## src/rtl/pcu_pkg.sv

```systemverilog
package pcu_pkg;
  localparam int ADDR_W = 3;
  localparam logic [ADDR_W-1:0] A_PERIOD = 3'd0;
  localparam logic [ADDR_W-1:0] A_CTRL   = 3'd1;
  localparam logic [ADDR_W-1:0] A_FLAGS  = 3'd2;
  localparam logic [ADDR_W-1:0] A_RCAP   = 3'd3;
  localparam logic [ADDR_W-1:0] A_FCAP   = 3'd4;
  localparam logic [ADDR_W-1:0] A_COUNT  = 3'd5;

  localparam int N_EDGE_KINDS = 2;
  localparam int CTRL_W       = 5;

  // control word, bit 0 is the LSB
  typedef struct packed {
    logic ie_fall;   // bit 4
    logic ie_rise;   // bit 3
    logic rld_fall;  // bit 2
    logic rld_rise;  // bit 1
    logic arm;       // bit 0
  } ctrl_t;

  // phase length in counter clocks from a stored down-count
  function automatic int unsigned phase_len(input int unsigned period,
                                            input int unsigned stored);
    return period + 1 - stored;
  endfunction
endpackage

```

## src/rtl/pcu_sync_edge.sv

```systemverilog
module pcu_sync_edge #(
  parameter int SYNC_STAGES = 2
) (
  input  logic clk,
  input  logic rst_n,
  input  logic arm_i,
  input  logic async_i,
  output logic rise_o,
  output logic fall_o
);
  logic [SYNC_STAGES-1:0] sync_q;
  logic                   prev_q;
  logic                   level;

  always_ff @(posedge clk or negedge rst_n) begin
    if (!rst_n) begin
      sync_q <= '0;
      prev_q <= 1'b0;
    end else begin
      sync_q <= {sync_q[SYNC_STAGES-2:0], async_i};
      prev_q <= sync_q[SYNC_STAGES-1];
    end
  end

  assign level  = sync_q[SYNC_STAGES-1];
  assign rise_o = arm_i &  level & ~prev_q;
  assign fall_o = arm_i & ~level &  prev_q;


  rise_single_chk: assert property (@(posedge clk) disable iff (!rst_n)
    rise_o |=> !rise_o);

  fall_single_chk: assert property (@(posedge clk) disable iff (!rst_n)
    fall_o |=> !fall_o);

  disarmed_quiet_chk: assert property (@(posedge clk) disable iff (!rst_n)
    !arm_i |-> (!rise_o && !fall_o));
endmodule

```

## src/rtl/pcu_downcounter.sv

```systemverilog
module pcu_downcounter #(
  parameter int W = 16
) (
  input  logic         clk,
  input  logic         rst_n,
  input  logic [W-1:0] period_i,
  input  logic         reload_i,
  output logic [W-1:0] cnt_o
);
  logic [W-1:0] cnt_q;

  function automatic logic [W-1:0] next_count(input logic [W-1:0] cur,
                                              input logic [W-1:0] per,
                                              input logic         rl);
    if (rl || cur == '0) return per;
    return cur - 1'b1;
  endfunction

  always_ff @(posedge clk or negedge rst_n) begin
    if (!rst_n) cnt_q <= '0;
    else        cnt_q <= next_count(cnt_q, period_i, reload_i);
  end

  assign cnt_o = cnt_q;


  cnt_step_chk: assert property (@(posedge clk) disable iff (!rst_n)
    (!reload_i && cnt_q != '0) |=> cnt_q == $past(cnt_q) - 1'b1);

  cnt_wrap_chk: assert property (@(posedge clk) disable iff (!rst_n)
    (!reload_i && cnt_q == '0) |=> cnt_q == $past(period_i));

  cnt_restart_chk: assert property (@(posedge clk) disable iff (!rst_n)
    reload_i |=> cnt_q == $past(period_i));
endmodule

```

## src/rtl/pcu_flag.sv

```systemverilog
module pcu_flag (
  input  logic clk,
  input  logic rst_n,
  input  logic set_i,
  input  logic clr_i,
  output logic flag_o
);
  logic flag_q;

  always_ff @(posedge clk or negedge rst_n) begin
    if (!rst_n)      flag_q <= 1'b0;
    else if (set_i)  flag_q <= 1'b1;
    else if (clr_i)  flag_q <= 1'b0;
  end

  assign flag_o = flag_q;


  flag_set_chk: assert property (@(posedge clk) disable iff (!rst_n)
    set_i |=> flag_q);

  flag_clear_chk: assert property (@(posedge clk) disable iff (!rst_n)
    (clr_i && !set_i) |=> !flag_q);

  flag_hold_chk: assert property (@(posedge clk) disable iff (!rst_n)
    (!set_i && !clr_i) |=> $stable(flag_q));
endmodule

```

## src/rtl/pulse_capture_unit.sv

```systemverilog
module pulse_capture_unit
  import pcu_pkg::*;
#(
  parameter int CNT_W       = 16,
  parameter int SYNC_STAGES = 2
) (
  input  logic              clk,
  input  logic              rst_n,
  input  logic              wr_en,
  input  logic [2:0]        wr_addr,
  input  logic [CNT_W-1:0]  wr_data,
  input  logic [2:0]        rd_addr,
  output logic [CNT_W-1:0]  rd_data,
  input  logic              cap_in,
  output logic              irq
);
  logic [CNT_W-1:0]        period_q;
  ctrl_t                   ctrl_q;
  logic [CNT_W-1:0]        rcap_q, fcap_q, cnt;
  logic                    rise_evt, fall_evt, restart;
  logic                    wr_flags;
  logic [N_EDGE_KINDS-1:0] evt, flag_clr, flags, irq_en;

  // configuration registers
  always_ff @(posedge clk or negedge rst_n) begin
    if (!rst_n) begin
      period_q <= '0;
      ctrl_q   <= '0;
    end else if (wr_en) begin
      if (wr_addr == A_PERIOD) period_q <= wr_data;
      if (wr_addr == A_CTRL)   ctrl_q   <= ctrl_t'(wr_data[CTRL_W-1:0]);
    end
  end

  pcu_sync_edge #(.SYNC_STAGES(SYNC_STAGES)) u_edge (
    .clk     (clk),
    .rst_n   (rst_n),
    .arm_i   (ctrl_q.arm),
    .async_i (cap_in),
    .rise_o  (rise_evt),
    .fall_o  (fall_evt)
  );

  assign restart = (rise_evt & ctrl_q.rld_rise) | (fall_evt & ctrl_q.rld_fall);

  pcu_downcounter #(.W(CNT_W)) u_cnt (
    .clk      (clk),
    .rst_n    (rst_n),
    .period_i (period_q),
    .reload_i (restart),
    .cnt_o    (cnt)
  );

  // capture registers
  always_ff @(posedge clk or negedge rst_n) begin
    if (!rst_n) begin
      rcap_q <= '0;
      fcap_q <= '0;
    end else begin
      if (rise_evt) rcap_q <= cnt;
      if (fall_evt) fcap_q <= cnt;
    end
  end

  // sticky flags, index 0 rising, index 1 falling
  assign wr_flags = wr_en && (wr_addr == A_FLAGS);
  assign evt      = {fall_evt, rise_evt};
  assign flag_clr = {N_EDGE_KINDS{wr_flags}} & wr_data[N_EDGE_KINDS-1:0];

  for (genvar g = 0; g < N_EDGE_KINDS; g++) begin : g_flag
    pcu_flag u_flag (
      .clk    (clk),
      .rst_n  (rst_n),
      .set_i  (evt[g]),
      .clr_i  (flag_clr[g]),
      .flag_o (flags[g])
    );
  end

  assign irq_en = {ctrl_q.ie_fall, ctrl_q.ie_rise};
  assign irq    = |(flags & irq_en);

  always_comb begin
    case (rd_addr)
      A_PERIOD: rd_data = period_q;
      A_CTRL:   rd_data = CNT_W'(ctrl_q);
      A_FLAGS:  rd_data = CNT_W'(flags);
      A_RCAP:   rd_data = rcap_q;
      A_FCAP:   rd_data = fcap_q;
      A_COUNT:  rd_data = cnt;
      default:  rd_data = '0;
    endcase
  end


  rcap_take_chk: assert property (@(posedge clk) disable iff (!rst_n)
    rise_evt |=> rcap_q == $past(cnt));

  rcap_keep_chk: assert property (@(posedge clk) disable iff (!rst_n)
    !rise_evt |=> $stable(rcap_q));

  fcap_take_chk: assert property (@(posedge clk) disable iff (!rst_n)
    fall_evt |=> fcap_q == $past(cnt));

  rise_restart_chk: assert property (@(posedge clk) disable iff (!rst_n)
    (rise_evt && ctrl_q.rld_rise) |=> cnt == $past(period_q));

  fall_restart_chk: assert property (@(posedge clk) disable iff (!rst_n)
    (fall_evt && ctrl_q.rld_fall) |=> cnt == $past(period_q));

  irq_idle_chk: assert property (@(posedge clk) disable iff (!rst_n)
    (flags == '0) |-> !irq);

  irq_rise_chk: assert property (@(posedge clk) disable iff (!rst_n)
    (flags[0] && ctrl_q.ie_rise) |-> irq);
endmodule

```

## config.mk

```make
export PLATFORM = sky130hd
export DESIGN_NAME = pulse_capture_unit
export DESIGN_NICKNAME = d
export VERILOG_FILES = /design/src/rtl/pcu_pkg.sv /design/src/rtl/pcu_sync_edge.sv /design/src/rtl/pcu_downcounter.sv /design/src/rtl/pcu_flag.sv /design/src/rtl/pulse_capture_unit.sv
export SDC_FILE = /design/constraint.sdc
export NUM_CORES = 1
export LEC_CHECK = 0
export BUFFER_PORTS_ARGS = -buffer_cell sky130_fd_sc_hd__buf_2
export CORE_MARGIN = 2
export CORE_UTILIZATION = 58
export DETAILED_ROUTE_END_ITERATION = 8
export PLACE_DENSITY = 0.87
export SLEW_MARGIN = 20
export SYNTH_ARGS = -nofsm -noshare
export SYNTH_HDL_FRONTEND = slang
export SYNTH_SLANG_ARGS = --single-unit
export TNS_END_PERCENT = 10
```

## constraint.sdc

```tcl
create_clock -name clk -period 2.2 [get_ports clk]
set_input_delay 0.22 -clock clk [delete_from_list [all_inputs] [get_ports clk]]
set_output_delay 0.22 -clock clk [all_outputs]
set_load 0.03 [all_outputs]
```

# Word-level counts from Yosys, hierarchy flattened

Cells that the tools add are included.

Flip-flop bits (word level): 74
Input bits: 26
Output and inout bits: 17
Logic and storage cells: 50

$add $sub $neg: 1
Equal/unequal tests: 7
Muxes and demuxes: 8
Bitwise operators: 11
Reductions and logical operators: 10

Operators by type and width:

| operator              | count |
|---|---|
| $pmux 16 s6           | 1 |
| $mux 16               | 2 |
| $logic_not 16->1      | 1 |
| $sub 16x1->16 const B | 1 |
| $eq 3x2->1 const B    | 3 |
| $and 1x1->1           | 6 |
| $eq 3x1->1 const B    | 2 |
| $eq 3x3->1 const B    | 2 |
| $logic_not 3->1       | 2 |
| $mux 1                | 5 |
| $and 2x2->2           | 2 |
| $reduce_and 2->1      | 2 |
| $reduce_bool 2->1     | 2 |
| $not 1->1             | 2 |
| $reduce_or 2->1       | 1 |
| $logic_and 1x1->1     | 1 |
| $logic_or 1x1->1      | 1 |
| $or 1x1->1            | 1 |

# Longest topological paths before layout

Depth after elaboration: 8
Depth in mapped cells: 8
Gate-level depth less buffers: 7

# By module

Synthesis repeated with hierarchy kept, for this count alone.

Cells, all modules: 279
Area total of the unflattened synthesis: 3763.6 um^2

Modules (own cells, without submodules):

| module             | times used | cells an instance | area an instance (um^2) | seq. area each (um^2) |
|---|---|---|---|---|
| pulse_capture_unit | 1          | 191               | 2618.8                  | 1326.3 |
| pcu_downcounter    | 1          | 77                | 979.7                   | 400.4 |
| pcu_sync_edge      | 1          | 5                 | 92.6                    | 75.1 |
| pcu_flag           | 2          | 3                 | 36.3                    | 25.0 |

# Least setup slack after synthesis

No wires, ideal clock.

Kind: register -> register
From: reg u_cnt.cnt_q[8], in the netlist u_cnt.cnt_o[8]
To: reg u_cnt.cnt_q[13], in the netlist u_cnt.cnt_o[13]
Library setup time: 126 ps
Arrival: 1876 ps
Required time: 2074 ps
Setup slack: 198 ps
Cell stages (with the launch flop): 6
Path buffers: 1
Clock period less this slack: 2002 ps
Cell sequence: dfrtp_1 > or3_4 > or4_4 > o31ai_4 > buf_6 > o21ai_0

Word-level cells in the longest chain between the ends: 4
Elaborated cells between the ends (all ways): 5
Those cells by class: add/sub (1); mux (2); reduce/logical (2)

Ends and longest elaborated chain:

| what                                                  | RTL line              | text |
|---|---|---|
| start, declared                                       | pcu_downcounter.sv:10 | `logic [W-1:0] cnt_q;` |
| start signal, assigned                                | pcu_downcounter.sv:21 | `else cnt_q <= next_count(cnt_q, period_i, reload_i);` |
| branches (longest 3 deep; another with $sub 16x1->16) | n/a                   |  |
| $mux 16 (*)                                           | pcu_downcounter.sv:16 | `return cur - 1'b1;` |

Mark *: on every way between the ends.
A chain may end at the register's enable or synchronous reset.

# Final worst setup path

From: reg u_cnt.cnt_q[10], in the netlist u_cnt.cnt_o[10]
To: reg u_cnt.cnt_q[9], in the netlist u_cnt.cnt_o[9]

Word-level cells in the longest chain between the ends: 4

Ends and longest elaborated chain:

| what             | RTL line              | text |
|---|---|---|
| $logic_not 16->1 | pcu_downcounter.sv:15 | `if (rl \|\| cur == '0) return per;` |
| $logic_or 1x1->1 | pcu_downcounter.sv:15 |  |
| $mux 1           | pcu_downcounter.sv:15 |  |
| $mux 16          | pcu_downcounter.sv:16 |  |

Every way passes these cells.

==> summary.md <==
| Metric | Value |
|---|---|
| Outcome | `finished clean` |
| Sw frac | `32.03%` |
| Number of global-route vias before repair | `2630` |
| P_sw | `0.001672 W` |
| Critical path peak fanout | `14` |
| First-pass DRT Iterations | `4` |
| Max_slew headroom | `between 60% and 70%` |
| Placement Cell Area | `0.003908 mm^2` |
| M1 GR Usage | `between 30% and 40%` |
| Type of origin of the critical path | `flop` |
| Grt met3 use | `~5.0%` |
| GR peak layer | `met2` |
| Setup crit end kind | `flop` |
| RSZ-0062 raised after global routing | `false` |
| Clk pin slew, worst setup/hold paths | `about 0.080 ns` |
| Setup Fix Bufs, Post-CTS | `0` |
| CTS root buffer | `clkbuf_8` |
| IO Count | `43` |
| DR vias | `2632` |
| Seq/Total Area, Yosys | `roughly 52%` |
| Area delta synth->final | `18.68%` |
| Reg-to-reg endpoint | `u_cnt.cnt_o[9]` |
| Fin util | `about 71%` |
| Pin count of the biggest net entering global routing | `between 70 and 80` |
| Global-route wire length before repair | `~13000 um` |
| Logic pwr share | `approximately 29%` |
| Layout cells sized above 1 | `~39%` |
| CTS tree | `yes` |
| CP arrival | `approximately 2.3 ns` |
| N_diodes | `0` |
| Final global-route overflow total | `0` |
| Fin area | `roughly 0.0042 mm^2` |
| Via density | `~6.1` |
| Maxcap violations | `0` |
| Final hold violation count | `0` |
| Tot GR Track Use | `around a quarter` |
| Final slew viol count | `0` |
| Syn Inst Count | `slightly below 300` |
| IO Port Bufs | `42` |
| Max VDD drop | `~640 uV` |
| DR iter-0 viols | `roughly 190` |
| Mapped cell area | `around 0.0035 mm^2` |
| Number of remaining DRC errors | `0` |
| Yosys top cell area share | `roughly 52%` |
| Mapped Nets | `321` |
| Crit Path Class | `reg2reg` |
| Initial core utilization | `59.74%` |
| Synth warnings | `0` |
| Critical Path RT | `about 2.4 ns` |
| GR Util met2 | `roughly two fifths` |
| Initial antenna violation count | `0` |
| Final Critical Period | `~2.1 ns` |
| CTS Buffer Depth | `2` |
| Register bit count reported by yosys | `74` |
| Area of the core | `just under 0.006 mm^2` |
| Leakage power | `1.891 nW` |
| Synth unique cells | `35` |
| Clock Latency Late Sink | `about 0.34 ns` |
| Clk pwr share | `between 20% and 30%` |
| Clock skew | `approximately 0.0055 ns` |
| Clk sink count | `74` |
| Nets@finish | `around 380` |
| Die width | `82.10 um` |
| Actual slew at the worst max-slew pin | `about 0.55 ns` |
| Pwr/cell area | `1244 mW/mm^2` |
| Die H | `82.10 um` |
| Worst setup path endpoint | `u_cnt.cnt_o[9]` |
| CTS HTree Levels | `3` |
| Synth area leaders | `dfrtp_1 52%, mux2_2 17%, mux2i_1 4.2%` |
| Fmax | `between 0.4 and 0.5 GHz` |
| CTS Buf Count | `9` |
| Drt total wl | `about 7900 um` |
| Remaining antenna violation count | `0` |
| Final cycle utilization of the critical path | `95.30%` |
| Leading area contributor after synthesis | `dfrtp_1` |
| Routed wire length per instance | `18.44 um` |
| RePlAce Congestion | `roughly 0.84` |
| Setup slack, reg-to-reg | `just over 0.1 ns` |
| Setup tns final | `0 ns` |
| Fin Hold WS | `0.1045 ns` |
| Reg power frac | `about 44%` |
| Reg-to-reg startpoint | `u_cnt.cnt_o[10]` |
| Critical path launch point | `u_cnt.cnt_o[10]` |
| Site Rows | `28` |
| Worst hold path type | `in2reg` |
| Setup violations, final | `0` |
| Worst R2R Path Depth | `5` |
| Final HPWL DP | `5238 um` |
| Internal | `about 0.0035 W` |
| Die area | `between 0.006 and 0.007 mm^2` |
| Syn avg cell area | `approximately 12 um^2` |
sequential cells by signal, indices dropped and copies added (netlist names):
name / flops
ctrl_q: 5
fcap_q: 16
g_flag.u_flag.flag_o: 2
period_q: 16
rcap_q: 16
u_cnt.cnt_o: 16
u_edge.prev_q: 1
u_edge.sync_q: 2
routing by layer:
layer / wire [um] / vias up / share of wire, %
li1: - / 1178 / -
met1: 3367 / 1327 / 42
met2: 3885 / 96 / 49
met3: 418 / 31 / 5.3
met4: 258 / 0 / 3.3
met5: 0 / - / 0
worst min path at each step:
stage,from,endpoint,depth (start not counted)
2_1_floorplan,rst_n,ctrl_q[0],0
5_1_grt,wr_data[12],period_q[12],2
3_3_place_gp,rst_n,period_q[5],2
3_5_place_dp,rst_n,period_q[5],2
4_1_cts,wr_data[9],period_q[9],2
6_report,wr_data[9],period_q[9],2
synth_stat cells (all sizes together):
cell type,n
nor4,1
mux2i,15
and4bb,1
nand2b,1
mux2,52
and2,1
nand3b,2
nand3,2
mux4,1
nor4bb,1
clkbuf,10
nor2,7
buf,6
or3,4
o22ai,16
a22oi,17
o21ai,22
ha,1
or4,1
dfrtp,74
or2,1
and3b,2
nor3,3
o31ai,1
inv,4
nor4b,1
nand2,29
xor2,6
xnor2,8
a22o,1
nor2b,3
logic make-up after synthesis:
logic type               count (synthesis)  share of synthesized area (%)
XOR/XNOR                                14                          3.467
buffers and inverters                   20                          2.759
adder cells (fa/ha/maj)                  1                         0.3537
AO/OA/AOI/OAI                           57                          10.61
flip-flops                              74                          52.35
multiplexers                            68                          21.44
AND/OR/NAND/NOR                         60                          9.020
power groups by stage:
stage	logic (W)	registers [W]	clock network, W
floorplan	0.00111	0.00221	0
global placement	0.00144	0.00228	0
detailed placement	0.00151	0.00232	0
CTS	0.00153	0.00230	0.00140
global route	0.00167	0.00237	0.00146
finish	0.00152	0.00231	0.00139
what timing repair did:
item | CTS | global route
hold buffers | 2 | 0
endpoints found under the setup margin | 0 | 2
gates resized for setup | 0 | 1
endpoints found under the hold margin | 75 | 0
cells in the final DEF (no fill, tap or decap), drive strengths merged, types with 3 or more instances in the layout:
master  synthesis  final
buf             6     59
nor3            3      3
bufinv          0      4
inv             4      4
xor2            6      6
nand2          29     29
o22ai          16     16
nor2b           3      3
or3             4      4
nor2            7      7
xnor2           8      8
dfrtp          74     74
a22oi          17     17
mux2           52     52
mux2i          15     15
clkbuf         10     11
o21ai          22     22
metrics by stage:
stage | setup WS, ns | instances | total power (W)
5_1_grt | 0.006500 | 430 | 0.005500
6_report | 0.1035 | 430 | 0.005220
4_1_cts | 0.07577 | 430 | 0.005222
3_5_place_dp | 0.09314 | 412 | 0.003824
2_1_floorplan | 0.1978 | 294 | 0.003326
3_3_place_gp | 0.2152 | 412 | 0.003715
critical path, cell delays in order, from the launching register on:
cell	delay, ns
dfrtp_1	0.38
or3_4	0.40
or4_4	0.51
o31ai_4	0.32
buf_4	0.25
o21ai_0	0.11
cell type report:
class	instances	area, um^2
sequential	74	1852
fill	397	1723
multi-input combinational	200	1597
timing repair buffer	61	374.1
clock buffer	11	141.4
clock inverter	5	125.1
tap	75	93.84
inverter	4	15.01
Power figures use the tool's default switching activity.
